<file path="config.mk">
export PLATFORM = sky130hd
export DESIGN_NAME = chain_walker
export DESIGN_NICKNAME = d
export VERILOG_FILES = /design/src/rtl/chain_walk_pkg.sv /design/src/rtl/chain_out_stage.sv /design/src/rtl/chain_cost_acc.sv /design/src/rtl/chain_loop_guard.sv /design/src/rtl/chain_walker.sv
export SDC_FILE = /design/constraint.sdc
export NUM_CORES = 1
export LEC_CHECK = 0
export CAP_MARGIN = 30
export CORE_ASPECT_RATIO = 1.1
export CORE_MARGIN = 2
export CORE_UTILIZATION = 34
export DETAILED_ROUTE_END_ITERATION = 8
export DONT_BUFFER_PORTS = 1
export HOLD_SLACK_MARGIN = 0.06
export PLACE_DENSITY = 0.52
export SYNTH_ARGS = -nofsm -noshare
export SYNTH_HDL_FRONTEND = slang
export SYNTH_HIERARCHICAL = 1
export SYNTH_SLANG_ARGS = --single-unit
</file>
<file path="constraint.sdc">
create_clock -name clk -period 7.7 [get_ports clk]
set_input_delay 1.54 -clock clk [delete_from_list [all_inputs] [get_ports clk]]
set_output_delay 1.54 -clock clk [all_outputs]
set_load 0.01 [all_outputs]
</file>
<file path="src/rtl/chain_walk_pkg.sv">
// Package: chain_walk_pkg
// Shared constants and the state type of the linked-list chain walker.
// Assumes 32-bit memory words and the header layout {count[7:0], next[23:0]}.
package chain_walk_pkg;

    localparam int WORD_W        = 32;
    localparam int PTR_W         = 24;
    localparam int CNT_W         = 8;
    localparam int END_BIT       = 23;
    localparam int NODE_OVERHEAD = 5;
    localparam logic [WORD_W-1:0] END_MASK = WORD_W'(1) << END_BIT;

    typedef enum logic [3:0] {
        S_IDLE,   // waiting for a start strobe
        S_NEXT,   // test end flag, issue header read
        S_HDR,    // header data returns
        S_MARK,   // write header back with end flag set
        S_PAY,    // issue payload read when output is free
        S_PAYW,   // payload data returns into the output stage
        S_END,    // walk finished, decide on restore pass
        S_CLRR,   // restore pass: read a flagged header
        S_CLRW,   // restore pass: write it back cleared
        S_DRAIN   // wait for the last word to leave
    } walk_state_e;

endpackage

</file>
<file path="src/rtl/chain_out_stage.sv">
// Module: chain_out_stage
// One-entry output register with a ready/valid handshake. A word is loaded
// only when the stage is free; the caller must check free_o before issuing
// the read whose data will be loaded.
module chain_out_stage #(
    parameter int W = 32
) (
    input  logic         clk,
    input  logic         rst_n,
    input  logic         load_i,
    input  logic [W-1:0] load_data_i,
    input  logic         ready_i,
    output logic         valid_o,
    output logic [W-1:0] data_o,
    output logic         free_o
);

    logic         valid_q;
    logic [W-1:0] data_q;

    // Hold the word until the consumer takes it; accept a new one when empty.
    always_ff @(posedge clk) begin
        if (!rst_n) begin
            valid_q <= 1'b0;
            data_q  <= '0;
        end else if (load_i) begin
            valid_q <= 1'b1;
            data_q  <= load_data_i;
        end else if (ready_i) begin
            valid_q <= 1'b0;
        end
    end

    assign valid_o = valid_q;
    assign data_o  = data_q;
    assign free_o  = !valid_q || ready_i;

    // a stalled word stays valid and unchanged
    p_hold_data_r7: assert property (@(posedge clk) disable iff (!rst_n)
        (valid_q && !ready_i) |=> (valid_q && $stable(data_q)));

    // a load never lands on a word that is still pending
    p_no_overwrite_r7: assert property (@(posedge clk) disable iff (!rst_n)
        load_i |-> !valid_q);

endmodule

</file>
<file path="src/rtl/chain_cost_acc.sv">
// Module: chain_cost_acc
// Accumulates the estimated cost of a walk: a fixed overhead per node plus
// the node's payload count. Cleared when a new walk starts.
module chain_cost_acc
    import chain_walk_pkg::*;
#(
    parameter int COST_W = 32
) (
    input  logic              clk,
    input  logic              rst_n,
    input  logic              clear_i,
    input  logic              add_i,
    input  logic [CNT_W-1:0]  len_i,
    output logic [COST_W-1:0] cost_o
);

    logic [COST_W-1:0] cost_q;

    // Restart on a new walk; add overhead plus length for each header.
    always_ff @(posedge clk) begin
        if (!rst_n) begin
            cost_q <= '0;
        end else if (clear_i) begin
            cost_q <= '0;
        end else if (add_i) begin
            cost_q <= cost_q + COST_W'(len_i) + COST_W'(NODE_OVERHEAD);
        end
    end

    assign cost_o = cost_q;

    // within a walk the cost never decreases
    p_cost_mono_r6: assert property (@(posedge clk) disable iff (!rst_n)
        !clear_i |=> (cost_q >= $past(cost_q)));

endmodule

</file>
<file path="src/rtl/chain_loop_guard.sv">
// Module: chain_loop_guard
// Counts visited nodes (saturating at LOOP_LIMIT). From node LOOP_LIMIT on,
// each header whose end flag is clear must be rewritten with the flag set;
// the guard requests that, counts the rewritten headers and keeps the word
// index of the first one for the restore pass. Assumes rewritten headers
// are visited consecutively, which holds because a flagged header ends the walk.
module chain_loop_guard #(
    parameter int LOOP_LIMIT = 8192,
    parameter int WIDX_W     = 19,
    parameter int MARK_W     = 20
) (
    input  logic              clk,
    input  logic              rst_n,
    input  logic              clear_i,
    input  logic              node_i,
    input  logic              node_flag_i,
    input  logic [WIDX_W-1:0] node_idx_i,
    output logic              mark_o,
    output logic [WIDX_W-1:0] first_idx_o,
    output logic [MARK_W-1:0] mark_cnt_o
);

    localparam int IDX_W = $clog2(LOOP_LIMIT + 1);
    localparam logic [IDX_W-1:0] LIMIT_V = IDX_W'(LOOP_LIMIT);

    logic [IDX_W-1:0]  visits_q;
    logic [MARK_W-1:0] mark_cnt_q;
    logic [WIDX_W-1:0] first_idx_q;
    logic              at_limit;

    assign at_limit = (visits_q == LIMIT_V);
    assign mark_o   = node_i && at_limit && !node_flag_i;

    // Count visited nodes up to the limit.
    always_ff @(posedge clk) begin
        if (!rst_n || clear_i) begin
            visits_q <= '0;
        end else if (node_i && !at_limit) begin
            visits_q <= visits_q + IDX_W'(1);
        end
    end

    // Track how many headers were rewritten and where the first one is.
    always_ff @(posedge clk) begin
        if (!rst_n || clear_i) begin
            mark_cnt_q  <= '0;
            first_idx_q <= '0;
        end else if (mark_o) begin
            mark_cnt_q <= mark_cnt_q + MARK_W'(1);
            if (mark_cnt_q == '0) begin
                first_idx_q <= node_idx_i;
            end
        end
    end

    assign first_idx_o = first_idx_q;
    assign mark_cnt_o  = mark_cnt_q;

    // the rewrite count only grows during a walk
    p_marks_grow_r8: assert property (@(posedge clk) disable iff (!rst_n)
        !clear_i |=> (mark_cnt_q >= $past(mark_cnt_q)));

endmodule

</file>
<file path="src/rtl/chain_walker.sv">
// Module: chain_walker
// Walks a linked list of command blocks in memory and streams payload words.
// Header word: {count[31:24], next[23:0]}; next bit 23 set ends the chain.
// Memory is one synchronous port, read data one cycle after the request,
// word index = address bits [MEM_AW-1:2] (wraps inside 2**MEM_AW bytes).
// Assumes MEM_AW <= 22 and that the memory is not changed by others mid-walk.
module chain_walker
    import chain_walk_pkg::*;
#(
    parameter int MEM_AW     = 21,
    parameter int COST_W     = 32,
    parameter int LOOP_LIMIT = 8192
) (
    input  logic                clk,
    input  logic                rst_n,
    input  logic                start_i,
    input  logic [PTR_W-1:0]    start_addr_i,
    output logic                mem_req_o,
    output logic                mem_we_o,
    output logic [MEM_AW-3:0]   mem_addr_o,
    output logic [WORD_W-1:0]   mem_wdata_o,
    input  logic [WORD_W-1:0]   mem_rdata_i,
    output logic                out_valid_o,
    input  logic                out_ready_i,
    output logic [WORD_W-1:0]   out_data_o,
    output logic                busy_o,
    output logic                done_o,
    output logic [COST_W-1:0]   cost_o
);

    localparam int WIDX_W = MEM_AW - 2;
    localparam int MARK_W = WIDX_W + 1;

    walk_state_e       state_q;
    logic              cur_end_q;
    logic [WIDX_W-1:0] cur_idx_q;
    logic [WORD_W-1:0] hdr_q;
    logic [WIDX_W-1:0] pay_idx_q;
    logic [CNT_W-1:0]  left_q;
    logic [WIDX_W-1:0] clr_idx_q;
    logic [MARK_W-1:0] clr_left_q;
    logic              done_q;

    logic              out_free;
    logic              walk_start;
    logic              hdr_phase;
    logic              mark_now;
    logic [WIDX_W-1:0] first_idx;
    logic [MARK_W-1:0] mark_cnt;
    logic              unused_addr_bits;

    assign unused_addr_bits = ^{start_addr_i[PTR_W-2:MEM_AW], start_addr_i[1:0]};
    assign walk_start = (state_q == S_IDLE) && start_i;
    assign hdr_phase  = (state_q == S_HDR);

    chain_out_stage #(.W(WORD_W)) u_out (
        .clk         (clk),
        .rst_n       (rst_n),
        .load_i      (state_q == S_PAYW),
        .load_data_i (mem_rdata_i),
        .ready_i     (out_ready_i),
        .valid_o     (out_valid_o),
        .data_o      (out_data_o),
        .free_o      (out_free)
    );

    chain_cost_acc #(.COST_W(COST_W)) u_cost (
        .clk     (clk),
        .rst_n   (rst_n),
        .clear_i (walk_start),
        .add_i   (hdr_phase),
        .len_i   (mem_rdata_i[WORD_W-1 -: CNT_W]),
        .cost_o  (cost_o)
    );

    chain_loop_guard #(
        .LOOP_LIMIT (LOOP_LIMIT),
        .WIDX_W     (WIDX_W),
        .MARK_W     (MARK_W)
    ) u_guard (
        .clk         (clk),
        .rst_n       (rst_n),
        .clear_i     (walk_start),
        .node_i      (hdr_phase),
        .node_flag_i (mem_rdata_i[END_BIT]),
        .node_idx_i  (cur_idx_q),
        .mark_o      (mark_now),
        .first_idx_o (first_idx),
        .mark_cnt_o  (mark_cnt)
    );

    // Drive the single memory port from the current state.
    always_comb begin
        mem_req_o   = 1'b0;
        mem_we_o    = 1'b0;
        mem_addr_o  = cur_idx_q;
        mem_wdata_o = '0;
        case (state_q)
            S_NEXT: begin
                mem_req_o = !cur_end_q;
            end
            S_MARK: begin
                mem_req_o   = 1'b1;
                mem_we_o    = 1'b1;
                mem_wdata_o = hdr_q | END_MASK;
            end
            S_PAY: begin
                mem_req_o  = (left_q != '0) && out_free;
                mem_addr_o = pay_idx_q;
            end
            S_CLRR: begin
                mem_req_o  = 1'b1;
                mem_addr_o = clr_idx_q;
            end
            S_CLRW: begin
                mem_req_o   = 1'b1;
                mem_we_o    = 1'b1;
                mem_addr_o  = clr_idx_q;
                mem_wdata_o = mem_rdata_i & ~END_MASK;
            end
            default: begin
                mem_req_o = 1'b0;
            end
        endcase
    end

    // Walk sequencer: header, optional rewrite, payload, next pointer, restore.
    always_ff @(posedge clk) begin
        if (!rst_n) begin
            state_q    <= S_IDLE;
            cur_end_q  <= 1'b0;
            cur_idx_q  <= '0;
            hdr_q      <= '0;
            pay_idx_q  <= '0;
            left_q     <= '0;
            clr_idx_q  <= '0;
            clr_left_q <= '0;
            done_q     <= 1'b0;
        end else begin
            done_q <= 1'b0;
            case (state_q)
                S_IDLE: begin
                    if (start_i) begin
                        cur_end_q <= start_addr_i[END_BIT];
                        cur_idx_q <= start_addr_i[MEM_AW-1:2];
                        state_q   <= S_NEXT;
                    end
                end
                S_NEXT: begin
                    state_q <= cur_end_q ? S_END : S_HDR;
                end
                S_HDR: begin
                    hdr_q     <= mem_rdata_i;
                    left_q    <= mem_rdata_i[WORD_W-1 -: CNT_W];
                    pay_idx_q <= cur_idx_q + WIDX_W'(1);
                    state_q   <= mark_now ? S_MARK : S_PAY;
                end
                S_MARK: begin
                    state_q <= S_PAY;
                end
                S_PAY: begin
                    if (left_q == '0) begin
                        cur_end_q <= hdr_q[END_BIT];
                        cur_idx_q <= hdr_q[MEM_AW-1:2];
                        state_q   <= S_NEXT;
                    end else if (out_free) begin
                        pay_idx_q <= pay_idx_q + WIDX_W'(1);
                        left_q    <= left_q - CNT_W'(1);
                        state_q   <= S_PAYW;
                    end
                end
                S_PAYW: begin
                    state_q <= S_PAY;
                end
                S_END: begin
                    if (mark_cnt != '0) begin
                        clr_idx_q  <= first_idx;
                        clr_left_q <= mark_cnt;
                        state_q    <= S_CLRR;
                    end else begin
                        state_q <= S_DRAIN;
                    end
                end
                S_CLRR: begin
                    state_q <= S_CLRW;
                end
                S_CLRW: begin
                    clr_idx_q  <= mem_rdata_i[MEM_AW-1:2];
                    clr_left_q <= clr_left_q - MARK_W'(1);
                    state_q    <= (clr_left_q == MARK_W'(1)) ? S_DRAIN : S_CLRR;
                end
                S_DRAIN: begin
                    if (out_free) begin
                        done_q  <= 1'b1;
                        state_q <= S_IDLE;
                    end
                end
                default: begin
                    state_q <= S_IDLE;
                end
            endcase
        end
    end

    assign busy_o = (state_q != S_IDLE);
    assign done_o = done_q;

    // an idle walker leaves the memory port alone
    p_idle_quiet_r2: assert property (@(posedge clk) disable iff (!rst_n)
        !busy_o |-> !mem_req_o);

    // done is raised only with busy already low
    p_done_not_busy_r10: assert property (@(posedge clk) disable iff (!rst_n)
        done_o |-> !busy_o);

    // done lasts exactly one cycle
    p_done_single_r10: assert property (@(posedge clk) disable iff (!rst_n)
        done_o |=> !done_o);

    // nothing is left on the output when done is raised
    p_done_drained_r10: assert property (@(posedge clk) disable iff (!rst_n)
        done_o |-> !out_valid_o);

endmodule

</file>
==> results of run 1 <==
==> worst max-delay path, cell delays in order, from the launching register on <==
cell and delay (ns):
dfxtp_1 0.48, nor4b_4 0.70, buf_4 0.73, nor2_1 0.14
buf_4 0.24, a221o_1 0.42
==> cells by family (layout without fill, tap and decap cells) <==
logic type / count (synthesis) / in the layout
XOR/XNOR: 28 / 28
adder cells (fa/ha/maj): 25 / 25
AND/OR/NAND/NOR: 644 / 644
multiplexers: 53 / 53
flip-flops: 241 / 241
AO/OA/AOI/OAI: 420 / 420
buffers and inverters: 151 / 113
==> how the worst max path moves through the flow <==
stage	from	endpoint	cells past startpoint
6_report	state_q[0]$_SDFFE_PN0P_	mem_addr_o[16]	5
5_1_grt	state_q[2]$_SDFFE_PN0P_	mem_addr_o[16]	5
2_1_floorplan	out_ready_i	mem_req_o	5
4_1_cts	state_q[2]$_SDFFE_PN0P_	mem_addr_o[16]	5
3_3_place_gp	state_q[0]$_SDFFE_PN0P_	mem_addr_o[16]	5
3_5_place_dp	state_q[2]$_SDFFE_PN0P_	mem_addr_o[16]	5
==> report_power, final <==
group	leakage, nW	internal (mW)	switching [mW]	total [mW]
logic	2.17	0.0815	0.170	0.251
clock network	0.506	0.897	0.568	1.47
registers	1.95	1.28	0.0572	1.34
==> synthesized netlist by cell type, drive strengths merged (29+ instances only) <==
| master | count |
|---|---|
| nor2b | 36 |
| a31oi | 35 |
| dfxtp | 241 |
| nor2 | 91 |
| a21oi | 124 |
| o31ai | 29 |
| nand2 | 270 |
| o21ai | 69 |
| a22o | 32 |
| clkbuf | 84 |
| inv | 39 |
| nand3 | 52 |
| mux2i | 48 |
| nand4 | 50 |
==> metal layers <==
metal,wire length [um],part of all wire,global-route usage,up-vias
li1,-,-,-,5601
met1,17900,0.45,0.263,5628
met2,17900,0.45,0.311,297
met3,2870,0.072,0.0506,61
met4,1390,0.035,0.0773,0
met5,0,0,0,-
==> cell usage in the layout, fill, tap and decap left out, types with 19 or more instances in the layout <==
master	n
a31oi_1	35
dfxtp_1	241
nand2_1	270
clkbuf_16	29
inv_1	37
nand4_1	45
o21ai_0	68
a21oi_1	123
a311oi_1	20
nor2b_1	36
a22o_1	32
a22oi_1	20
nor2_1	90
ha_1	24
o31ai_1	29
or3_1	23
nor3_1	19
nand3_1	50
mux2i_1	48
xor2_1	19
==> registers in the layout, summed over array words and instances, names as in the netlist <==
name,flops
hdr_q,32
u_cost/cost_o,32
u_out/data_o,32
clr_left_q,20
u_guard/mark_cnt_o,20
clr_idx_q,19
cur_idx_q,19
pay_idx_q,19
u_guard/first_idx_o,19
u_guard/visits_q,14
left_q,8
state_q,4
cur_end_q,1
done_o,1
u_out/valid_o,1
==> through the flow <==
stage	setup slack [ns]	std cells	hold WS (ns)	util	cell area, um2
global placement	3.45	1962	0.442	0.350	12900
detailed placement	3.42	1965	0.447	0.351	12900
CTS	2.83	2018	0.455	0.379	14000
floorplan	3.75	1562	0.436	-	12600
global route	2.65	2018	0.469	0.379	14000
finish	2.86	2018	0.452	0.379	14000
==> area by class of cell <==
class	instances	share of cell area
multi-input cells	1170	0.515
flip-flops and latches	241	0.345
clock buffers	39	0.0604
well taps	494	0.0442
clock inverters	14	0.0128
repair buffers	21	0.0122
inverters	39	0.0106
==> results.tsv, run 1 <==
stage	metric	value	unit
outcome	status	complete, no violations	
sta	max_slew headroom	0.323	
power	maximum VDD drop	0.132	mV
global_route	largest net degree at the start of global routing	72	
placement	I/O Buffers	0	
die	Die Y	206	um
die	floorplan die width	188	um
synth	synth warn	6	
hold_path	WHS Endpoint	hdr_q[26]$_SDFFE_PN0N_	
route	via count of the routed design	11587	
clocking	Num CTS Buffers	29	
synth	Adder-Cell Fraction of Synth Area	0.0254	
critical_path	Max FO, Critical Path	66	
clocking	post-CTS setup buffer count	0	
global_route	initial antenna violation count	0	
synth	Post-synth top flop	dfxtp_1	
global_route	first-pass GRT wire length	62000	um
sta	clk_skew	0.00739	ns
synth	register bit count reported by yosys	241	
power	Total Power	3.05	mW
finish	FF+latch area	0.00482	mm2
clocking	CTS sink count	241	
synth	Post-Synth XOR/XNOR Area	0.0194	
synth	top-area cell type share of the netlist area	0.383	
synth	Yosys cell types	82	
global_route	GRT Total Usage	0.199	
placement	HPWL after detailed placement	26400	um
finish	fillers	3866	
route	DRT Pass-1 Iters	5	
sta	final critical-path share of the clock period	0.629	
run	Max Cap Viol	0	
route	DRT iter0 DRCs	787	
clocking	worst-skew pair later-pin latency	0.56	ns
power	power per cell area	219	mW/mm2
sta	Final min period	4.84	ns
synth	cell count after synthesis	1562	
synth	simple-gate area share of the yosys netlist	0.256	
finish	final net count	1587	
synth	fraction of registers with async set/reset	0	
critical_path	critical path class	reg2out	
clocking	H-tree levels	1	
synth	Synthesized Nets	1647	
critical_path	Worst R2R End	pay_idx_q[18]$_SDFFE_PN0P_	
critical_path	worst-case reg-to-reg path depth	8	
die	Initial Utilization	0.342	
clocking	CTS tree	done	
die	I/O pins	180	
route	WL per Instance	19.9	um
critical_path	Crit. End Element	output pin	
finish	share of cells above drive strength 1	0.0748	
synth	post-synthesis average cell area	8.07	um2
hold_path	hold path depth	2	
die	Die ar.	0.0387	mm2
clocking	CTS Root Cell	clkbuf_16	
die	num rows	74	
die	core box area	0.0369	mm2
sta	RSZ-0062 raised after global routing	no	
synth	leading area contributor after synthesis	dfxtp_1	
sta	max-slew violation count	0	
critical_path	Startpoint Class	flip-flop	
synth	mux share of post-synthesis cell area	0.0426	
sta	Max Freq	0.206	GHz
sta	final hold vios	0	
sta	Fin Setup TNS	0	ns
hold_path	worst hold path class	reg2reg	
critical_path	reg2reg start	state_q[0]$_SDFFE_PN0P_	
sta	worst slew pin tran	1.01	ns
critical_path	CP arrival	3.30	ns
synth	largest family of logic cells by synthesized area	simple AND/OR/NAND/NOR gates	
clocking	clk slew on worst S/H paths	0.06	ns
finish	Area growth syn-to-layout	10.8	%
sta	# setup viols final	0	
clocking	CTS resizes	0	
synth	sequential area share after synthesis	0.383	
global_route	vias in the first global route	10723	
clocking	hold_buf cts	0	
synth	Post-synth EDFFs	0	
route	Post-DRT Antenna Nets	0	
hold_path	HP Start	hdr_q[26]$_SDFFE_PN0N_	
placement	GPL Wtd Cong	0.818	
finish	# diodes	0	
global_route	Overflow after GRT	0	
clocking	clk buf depth	3	
route	DRC viols	0	
critical_path	r2r setup slk	3.82	ns
synth	Cell Area, Synth	0.0126	mm2
route	final WL	40100	um
finish	area occupied by multi-input gates	0.00719	mm2
synth	compound-cell area share of the yosys netlist	0.222	
route	Via density	5.74	
critical_path	critical path data required time	6.16	ns
power	Leak	4.63	nW
synth	Synth area leaders	dfxtp_1 (38%), nand2_1 (8.0%), a21oi_1 (4.9%), mux2i_1 (3.8%), o21ai_0 (2.7%)	
(Power assumes the default switching activity.)
==> run 2: changes to the inputs <==
ABC_AREA = 1   (was unset)
PLACE_DENSITY = 0.54   (was 0.52)
clock period = 4.06 ns   (was 7.7 ns; I/O delays follow)
==> run 2 against run 1 <==
Against the previous run: die area up 8.6%; setup slack worse by 2.4 ns; count of clock-buffer cells in the layout stayed put; register-to-register slack worse by 2.6 ns; core utilization is 0.57 points lower; synthesized cell count rose by 36%; total power grew to 2.8 times the previous value.
==> results.tsv, run 2 <==
stage	metric	value	unit	change
outcome	status	complete, no violations		unchanged
hold_path	WHS Endpoint	u_out/data_o[25]$_SDFFE_PN0P_		was hdr_q[26]$_SDFFE_PN0N_
placement	GPL Wtd Cong	0.889		was 0.818
synth	leading area contributor after synthesis	dfxtp_1		unchanged
finish	fillers	4309		was 3866
placement	Placed Cells incl. Taps	2561		was 1965
critical_path	worst-case reg-to-reg path depth	11		was 8
synth	synth warn	6		unchanged
global_route	largest net degree at the start of global routing	128		was 72
synth	post-synthesis average cell area	6.46	um2	was 8.07 um2
route	final WL	43400	um	was 40100 um
finish	share of cells above drive strength 1	0.0714		was 0.0748
global_route	vias in the first global route	12420		was 10723
synth	Synthesized Nets	2210		was 1647
clocking	CTS sink count	241		unchanged
clocking	clk slew on worst S/H paths	0.06	ns	about the same
sta	max_slew headroom	0.380		was 0.323
critical_path	critical path data required time	3.25	ns	was 6.16 ns
global_route	Overflow after GRT	0		unchanged
critical_path	reg2reg start	state_q[0]$_SDFFE_PN0P_		unchanged
critical_path	Slowest cell on crit path	nor2_1		was buf_4
route	DRC viols	0		unchanged
critical_path	crit-path max cell delay	0.45	ns	was 0.73 ns
finish	most frequent cells in the layout	nand2_1 (536), nor2_1 (343), dfxtp_1 (241), inv_1 (229), o21ai_0 (159)		was nand2_1 (270), dfxtp_1 (241), a21oi_1 (123), nor2_1 (90), o21ai_0 (68)
critical_path	buffer and inverter count on the worst path	3		was 2
clocking	H-tree levels	1		unchanged
placement	HPWL after detailed placement	30000	um	was 26400 um
sta	max-slew violation count	0		unchanged
synth	count leader, synth	nand2_1		unchanged
run	Max Cap Viol	0		unchanged
clocking	Num CTS Buffers	29		unchanged
placement	I/O Buffers	0		unchanged
hold_path	HP Start	mem_rdata_i[25]		was hdr_q[26]$_SDFFE_PN0N_
clocking	CTS resizes	0		unchanged
clocking	CTS Root Cell	clkbuf_16		unchanged
critical_path	Crit. End Element	output pin		unchanged
synth	sequential area share after synthesis	0.352		was 0.383
finish	final instance area	0.0149	mm2	was 0.0140 mm2
power	Leak	6.52	nW	was 4.63 nW
sta	final setup margin	0.412	ns	was 2.86 ns
power	maximum VDD drop	0.297	mV	was 0.132 mV
clocking	clk buf depth	3		unchanged
finish	Area growth syn-to-layout	8.79	%	was 10.8%
sta	clk_skew	0.0328	ns	was 0.00739 ns
critical_path	CP arrival	2.84	ns	was 3.30 ns
critical_path	Worst Setup SP	state_q[3]$_SDFFE_PN0P_		was state_q[0]$_SDFFE_PN0P_
sta	Final min period	3.65	ns	
synth	Cell Area, Synth	0.0137	mm2	was 0.0126 mm2
synth	fraction of registers with async set/reset	0		unchanged
die	I/O pins	180		unchanged
die	Die Y	215	um	was 206 um
hold_path	worst hold path class	in2reg		was reg2reg
die	floorplan die width	196	um	was 188 um
power	Sw Ratio	0.397		was 0.260
hold_path	hold path depth	2		unchanged
die	Initial Utilization	0.343		was 0.342
synth	Post-synth EDFFs	0		unchanged
sta	Fin Setup TNS	0	ns	unchanged
die	Die ar.	0.0420	mm2	was 0.0387 mm2
power	P_int	5.16	mW	was 2.26 mW
critical_path	r2r setup slk	1.23	ns	was 3.82 ns
route	Via density	5.06		was 5.74
sta	final hold vios	0		unchanged
finish	commonest non-fill, non-tap cell in the layout	nand2_1		unchanged
route	DRT Pass-1 Iters	5		unchanged
synth	register bit count reported by yosys	241		unchanged
critical_path	critical path class	reg2out		unchanged
sta	# setup viols final	0		unchanged
synth	commonest cells in the netlist	nand2_1 (537), nor2_1 (347), dfxtp_1 (241)		was nand2_1 (270), dfxtp_1 (241), a21oi_1 (123)
clocking	CTS tree	done		unchanged
global_route	initial antenna violation count	3		was 0
clocking	worst-skew pair later-pin latency	0.58	ns	was 0.56 ns
finish	final net count	2164		was 1587
clocking	hold_buf cts	0		unchanged
sta	RSZ-0062 raised after global routing	no		unchanged
sta	hold_ws	0.370	ns	was 0.452 ns
critical_path	Max FO, Critical Path	28		was 66
synth	cell count after synthesis	2125		was 1562
clocking	post-CTS setup buffer count	0		unchanged
critical_path	Most common cell on crit path	nor2_1		was buf_4
synth	Synth area leaders	dfxtp_1 (35%), nand2_1 (15%), nor2_1 (9.5%), inv_1 (6.3%), o21ai_0 (5.8%)		was dfxtp_1 (38%), nand2_1 (8.0%), a21oi_1 (4.9%), mux2i_1 (3.8%), o21ai_0 (2.7%)
synth	Yosys cell types	48		was 82
critical_path	Startpoint Class	flip-flop		unchanged
power	sequential power share	0.362		was 0.438
power	Net Switching	3.39	mW	was 795 uW
global_route	first-pass GRT wire length	68300	um	was 62000 um
critical_path	Worst R2R End	clr_left_q[6]$_SDFFE_PN0P_		was pay_idx_q[18]$_SDFFE_PN0P_
power	Comb pwr share	0.331		was 0.082
power	power per cell area	573	mW/mm2	was 219 mW/mm2
global_route	GRT Total Usage	0.202		was 0.199
placement	placed cell areas	0.0140	mm2	was 0.0129 mm2
finish	fin cells	2614		was 2018
route	DRT iter0 DRCs	845		was 787
synth	top-area cell type share of the netlist area	0.352		was 0.383
route	WL per Instance	16.6	um	was 19.9 um
die	core box area	0.0400	mm2	was 0.0369 mm2
power	clock share of power	0.307		was 0.480
route	via count of the routed design	13238		was 11587
die	num rows	77		was 74
synth	Post-synth top flop	dfxtp_1		unchanged
power	Total Power	8.55	mW	was 3.05 mW
sta	worst slew pin tran	0.930	ns	was 1.01 ns
finish	# diodes	0		unchanged
critical_path	CP Cell Sequence	inv_1, nand2_2, nor2_1, nor2_1, inv_2, nor2_1, inv_1, o211ai_1		was nor4b_4, buf_4, nor2_1, buf_4, a221o_1
sta	final critical-path share of the clock period	0.899		
placement	DP Worst Slack	1.02	ns	was 3.42 ns
sta	Max Freq	0.274	GHz	
finish	fin util	0.373		was 0.379
route	Post-DRT Antenna Nets	0		unchanged
critical_path	delay-heaviest family, CP	simple AND/OR/NAND/NOR gates		was buffers and inverters
## run 2: worst max-delay path by stage
stage	to	slack, ns	cells after the start
4_1_cts	mem_addr_o[10]	0.38	8
5_1_grt	mem_addr_o[7]	0.26	8
3_3_place_gp	mem_addr_o[10]	1.07	8
6_report	mem_addr_o[3]	0.41	8
2_1_floorplan	u_cost/cost_o[29]$_SDFFE_PP0P_	1.63	11
3_5_place_dp	mem_addr_o[10]	1.02	8
## run 2: cell type report
type	count	area (um2)	share of cell area
Multi-Input combinational cell	1542	7450	0.499
Inverter	248	933	0.0625
Clock inverter	14	126	0.00846
Timing Repair Buffer	17	128	0.00855
Clock buffer	39	823	0.0551
Tap cell	513	642	0.0430
Sequential cell	241	4820	0.323
## run 2: per-layer routing
metal,track usage,routed length (um)
met3,0.0458,3130
met2,0.343,20100
met5,0,13
met4,0.0644,1190
met1,0.254,19000
## run 2: worst reg2reg max path, stage by stage, from the launching register on
cell     delay, ns
dfxtp_1       0.34
nor2_2        0.30
nand2_2       0.11
inv_2         0.06
buf_4         0.58
nor2_1        0.18
inv_2         0.10
nand2_4       0.18
inv_4         0.50
o21ai_0       0.19
nand2_1       0.09
a21oi_1       0.06
## run 2: cells by family (layout without fill, tap and decap cells)
| family | Yosys count | count (layout) | synth area share |
|---|---|---|---|
| adder cells (fa/ha/maj) | 25 | 25 | 0.0233 |
| flip-flops | 241 | 241 | 0.352 |
| XOR/XNOR | 30 | 30 | 0.0191 |
| buffers and inverters | 342 | 318 | 0.107 |
| AND/OR/NAND/NOR | 1128 | 1128 | 0.349 |
| AO/OA/AOI/OAI | 359 | 359 | 0.150 |
## run 2: power by group through the flow
| stage | sequential (mW) | clock, mW | combinational [mW] |
|---|---|---|---|
| floorplan | 3.04 | 0 | 2.23 |
| global placement | 3.13 | 0 | 2.79 |
| detailed placement | 3.14 | 0 | 2.83 |
| CTS | 3.09 | 2.70 | 2.83 |
| global route | 3.15 | 2.80 | 3.22 |
| finish | 3.10 | 2.62 | 2.83 |
==> run 3: changes to the inputs <==
CORE_ASPECT_RATIO = unset   (was 1.1)
==> run 3 against run 2 <==
Against the previous run: non-clock buffer count shrank 2; sequential power barely moved; critical endpoint is now mem_addr_o[18]; final cell count rose by 0.34%; count of clock-buffer cells in the layout up 1; total power increased by 0.60%; flip-flop and latch count stayed put; global-route usage decreased by 0.21 points; largest cell class unchanged; worst hold slack better by 0.0082 ns; clock power increased by 3%; routed wire length down 1.8%; via count up 0.39%.
==> results.tsv, run 3 (same netlist as run 2, synthesis figures left out) <==
stage	metric	value	unit	change
critical_path	Max FO, Critical Path	28		unchanged
route	Post-DRT Antenna Nets	0		unchanged
critical_path	critical path data required time	3.25	ns	about the same
critical_path	CP Cell Sequence	nor2_2, buf_4, nand2_2, inv_2, nor2_1, inv_2, nor2_1, inv_1, o211ai_1		was inv_1, nand2_2, nor2_1, nor2_1, inv_2, nor2_1, inv_1, o211ai_1
global_route	Overflow after GRT	0		unchanged
die	Die Y	205	um	was 215 um
global_route	vias in the first global route	12488		was 12420
sta	worst slew pin tran	0.897	ns	was 0.930 ns
critical_path	worst-case reg-to-reg path depth	10		was 11
critical_path	Startpoint Class	flip-flop		unchanged
sta	Max Freq	0.275	GHz	was 0.274 GHz
die	Die ar.	0.0420	mm2	about the same
critical_path	Crit. path cell count	9		was 8
die	Initial Utilization	0.345		was 0.343
sta	Fin Setup TNS	0	ns	unchanged
critical_path	r2r setup slk	1.11	ns	was 1.23 ns
finish	final net count	2162		was 2164
route	DRC viols	0		unchanged
finish	most frequent cells in the layout	nand2_1 (536), nor2_1 (344), dfxtp_1 (241), inv_1 (230), o21ai_0 (159)		was nand2_1 (536), nor2_1 (343), dfxtp_1 (241), inv_1 (229), o21ai_0 (159)
sta	Final min period	3.64	ns	was 3.65 ns
clocking	CTS tree	done		unchanged
clocking	Num CTS Buffers	29		unchanged
clocking	H-tree levels	1		unchanged
clocking	worst-skew pair later-pin latency	0.57	ns	was 0.58 ns
finish	fin util	0.376		was 0.373
critical_path	Slowest cell on crit path	o211ai_1		was nor2_1
sta	final hold vios	0		unchanged
finish	share of cells above drive strength 1	0.0686		was 0.0714
route	WL per Instance	16.2	um	was 16.6 um
sta	RSZ-0062 raised after global routing	no		unchanged
route	via count of the routed design	13290		was 13238
route	Via density	5.07		was 5.06
critical_path	worst setup path endpoint	mem_addr_o[18]		was mem_addr_o[3]
critical_path	Worst Setup SP	state_q[0]$_SDFFE_PN0P_		was state_q[3]$_SDFFE_PN0P_
sta	hold_ws	0.378	ns	was 0.370 ns
finish	commonest non-fill, non-tap cell in the layout	nand2_1		unchanged
die	floorplan die width	205	um	was 196 um
clocking	CTS Root Cell	clkbuf_16		unchanged
clocking	clk slew on worst S/H paths	0.06	ns	about the same
critical_path	buffer and inverter count on the worst path	4		was 3
critical_path	CP arrival	2.83	ns	was 2.84 ns
hold_path	worst hold path class	in2reg		unchanged
sta	max-slew violation count	0		unchanged
clocking	hold_buf cts	0		unchanged
critical_path	crit-path max cell delay	0.47	ns	was 0.45 ns
route	final WL	42600	um	was 43400 um
sta	max_slew headroom	0.401		was 0.380
placement	I/O Buffers	0		unchanged
clocking	post-CTS setup buffer count	0		unchanged
run	Max Cap Viol	0		unchanged
finish	Area growth syn-to-layout	9.03	%	was 8.79%
global_route	first-pass GRT wire length	67300	um	was 68300 um
sta	final critical-path share of the clock period	0.897		was 0.899
sta	clk_skew	0.0269	ns	was 0.0328 ns
outcome	status	complete, no violations		unchanged
die	num rows	73		was 77
route	DRT iter0 DRCs	1001		was 845
die	I/O pins	180		unchanged
critical_path	Crit. End Element	output pin		unchanged
route	DRT Pass-1 Iters	6		was 5
die	core box area	0.0398	mm2	was 0.0400 mm2
global_route	largest net degree at the start of global routing	128		unchanged
clocking	clk buf depth	3		unchanged
sta	# setup viols final	0		unchanged
finish	# diodes	0		unchanged
critical_path	reg2reg start	state_q[1]$_SDFFE_PN0P_		was state_q[0]$_SDFFE_PN0P_
placement	HPWL after detailed placement	29500	um	was 30000 um
critical_path	Worst R2R End	u_guard/visits_q[5]$_SDFFE_PP0P_		was clr_left_q[6]$_SDFFE_PN0P_
power	Leak	6.53	nW	was 6.52 nW
placement	GPL Wtd Cong	0.883		was 0.889
critical_path	delay-heaviest family, CP	buffers and inverters		was simple AND/OR/NAND/NOR gates
power	power per cell area	575	mW/mm2	was 573 mW/mm2
global_route	GRT Total Usage	0.200		was 0.202
critical_path	critical path class	reg2out		unchanged
clocking	CTS resizes	0		unchanged
power	maximum VDD drop	0.287	mV	was 0.297 mV
global_route	initial antenna violation count	3		unchanged
clocking	CTS sink count	241		unchanged
run 3: cell types whose count changed in the layout (fill, tap and decap cells not counted), sizes merged:
cell | before | now
clkinvlp | 1 | 0
clkinv | 11 | 6
buf | 17 | 15
inv | 248 | 250
clkbuf | 39 | 40
bufinv | 2 | 4
run 3: cell type report:
cell class              instances  area (um2)
clock buffers                  40         817
clock inverters                12         168
fillers                      4342       24900
inverters                     248         933
multi-input cells            1542        7450
flip-flops and latches        241        4820
well taps                     525         657
repair buffers                 15         113
run 3: per-layer routing:
layer,up-vias,global-route usage,wire (um)
li1,6731,-,-
met3,64,0.0554,3570
met4,4,0.0658,1300
met5,-,0,22
met2,368,0.327,19000
met1,6123,0.254,18700
run 3: through the flow:
stage | total power [mW] | area [um2] | std cells | setup WS [ns]
detailed placement | 5.95 | 14000 | 2571 | 1.02
finish | 8.60 | 15000 | 2623 | 0.419
floorplan | 5.27 | 13700 | 2125 | 1.63
global route | 9.23 | 15000 | 2623 | 0.266
CTS | 8.70 | 15000 | 2623 | 0.392
global placement | 5.91 | 14000 | 2571 | 1.02
run 3: worst min path at each step:
| stage | start | to | slack (ns) | cells past startpoint |
|---|---|---|---|---|
| 2_1_floorplan | hdr_q[10]$_SDFFE_PN0N_ | hdr_q[10]$_SDFFE_PN0N_ | 0.44 | 2 |
| 3_3_place_gp | hdr_q[17]$_SDFFE_PN0N_ | hdr_q[17]$_SDFFE_PN0N_ | 0.45 | 2 |
| 3_5_place_dp | hdr_q[7]$_SDFFE_PN0N_ | hdr_q[7]$_SDFFE_PN0N_ | 0.45 | 2 |
| 4_1_cts | mem_rdata_i[0] | u_out/data_o[0]$_SDFFE_PN0P_ | 0.35 | 2 |
| 5_1_grt | mem_rdata_i[8] | u_out/data_o[8]$_SDFFE_PN0P_ | 0.36 | 2 |
| 6_report | mem_rdata_i[0] | u_out/data_o[0]$_SDFFE_PN0P_ | 0.38 | 2 |
run 3: report_power, final:
group          total, mW  internal [mW]  switching [mW]
Sequential          3.10           2.77           0.325
Clock               2.70           1.65            1.05
Combinational       2.80          0.835            1.97
Total               8.60           5.26            3.34
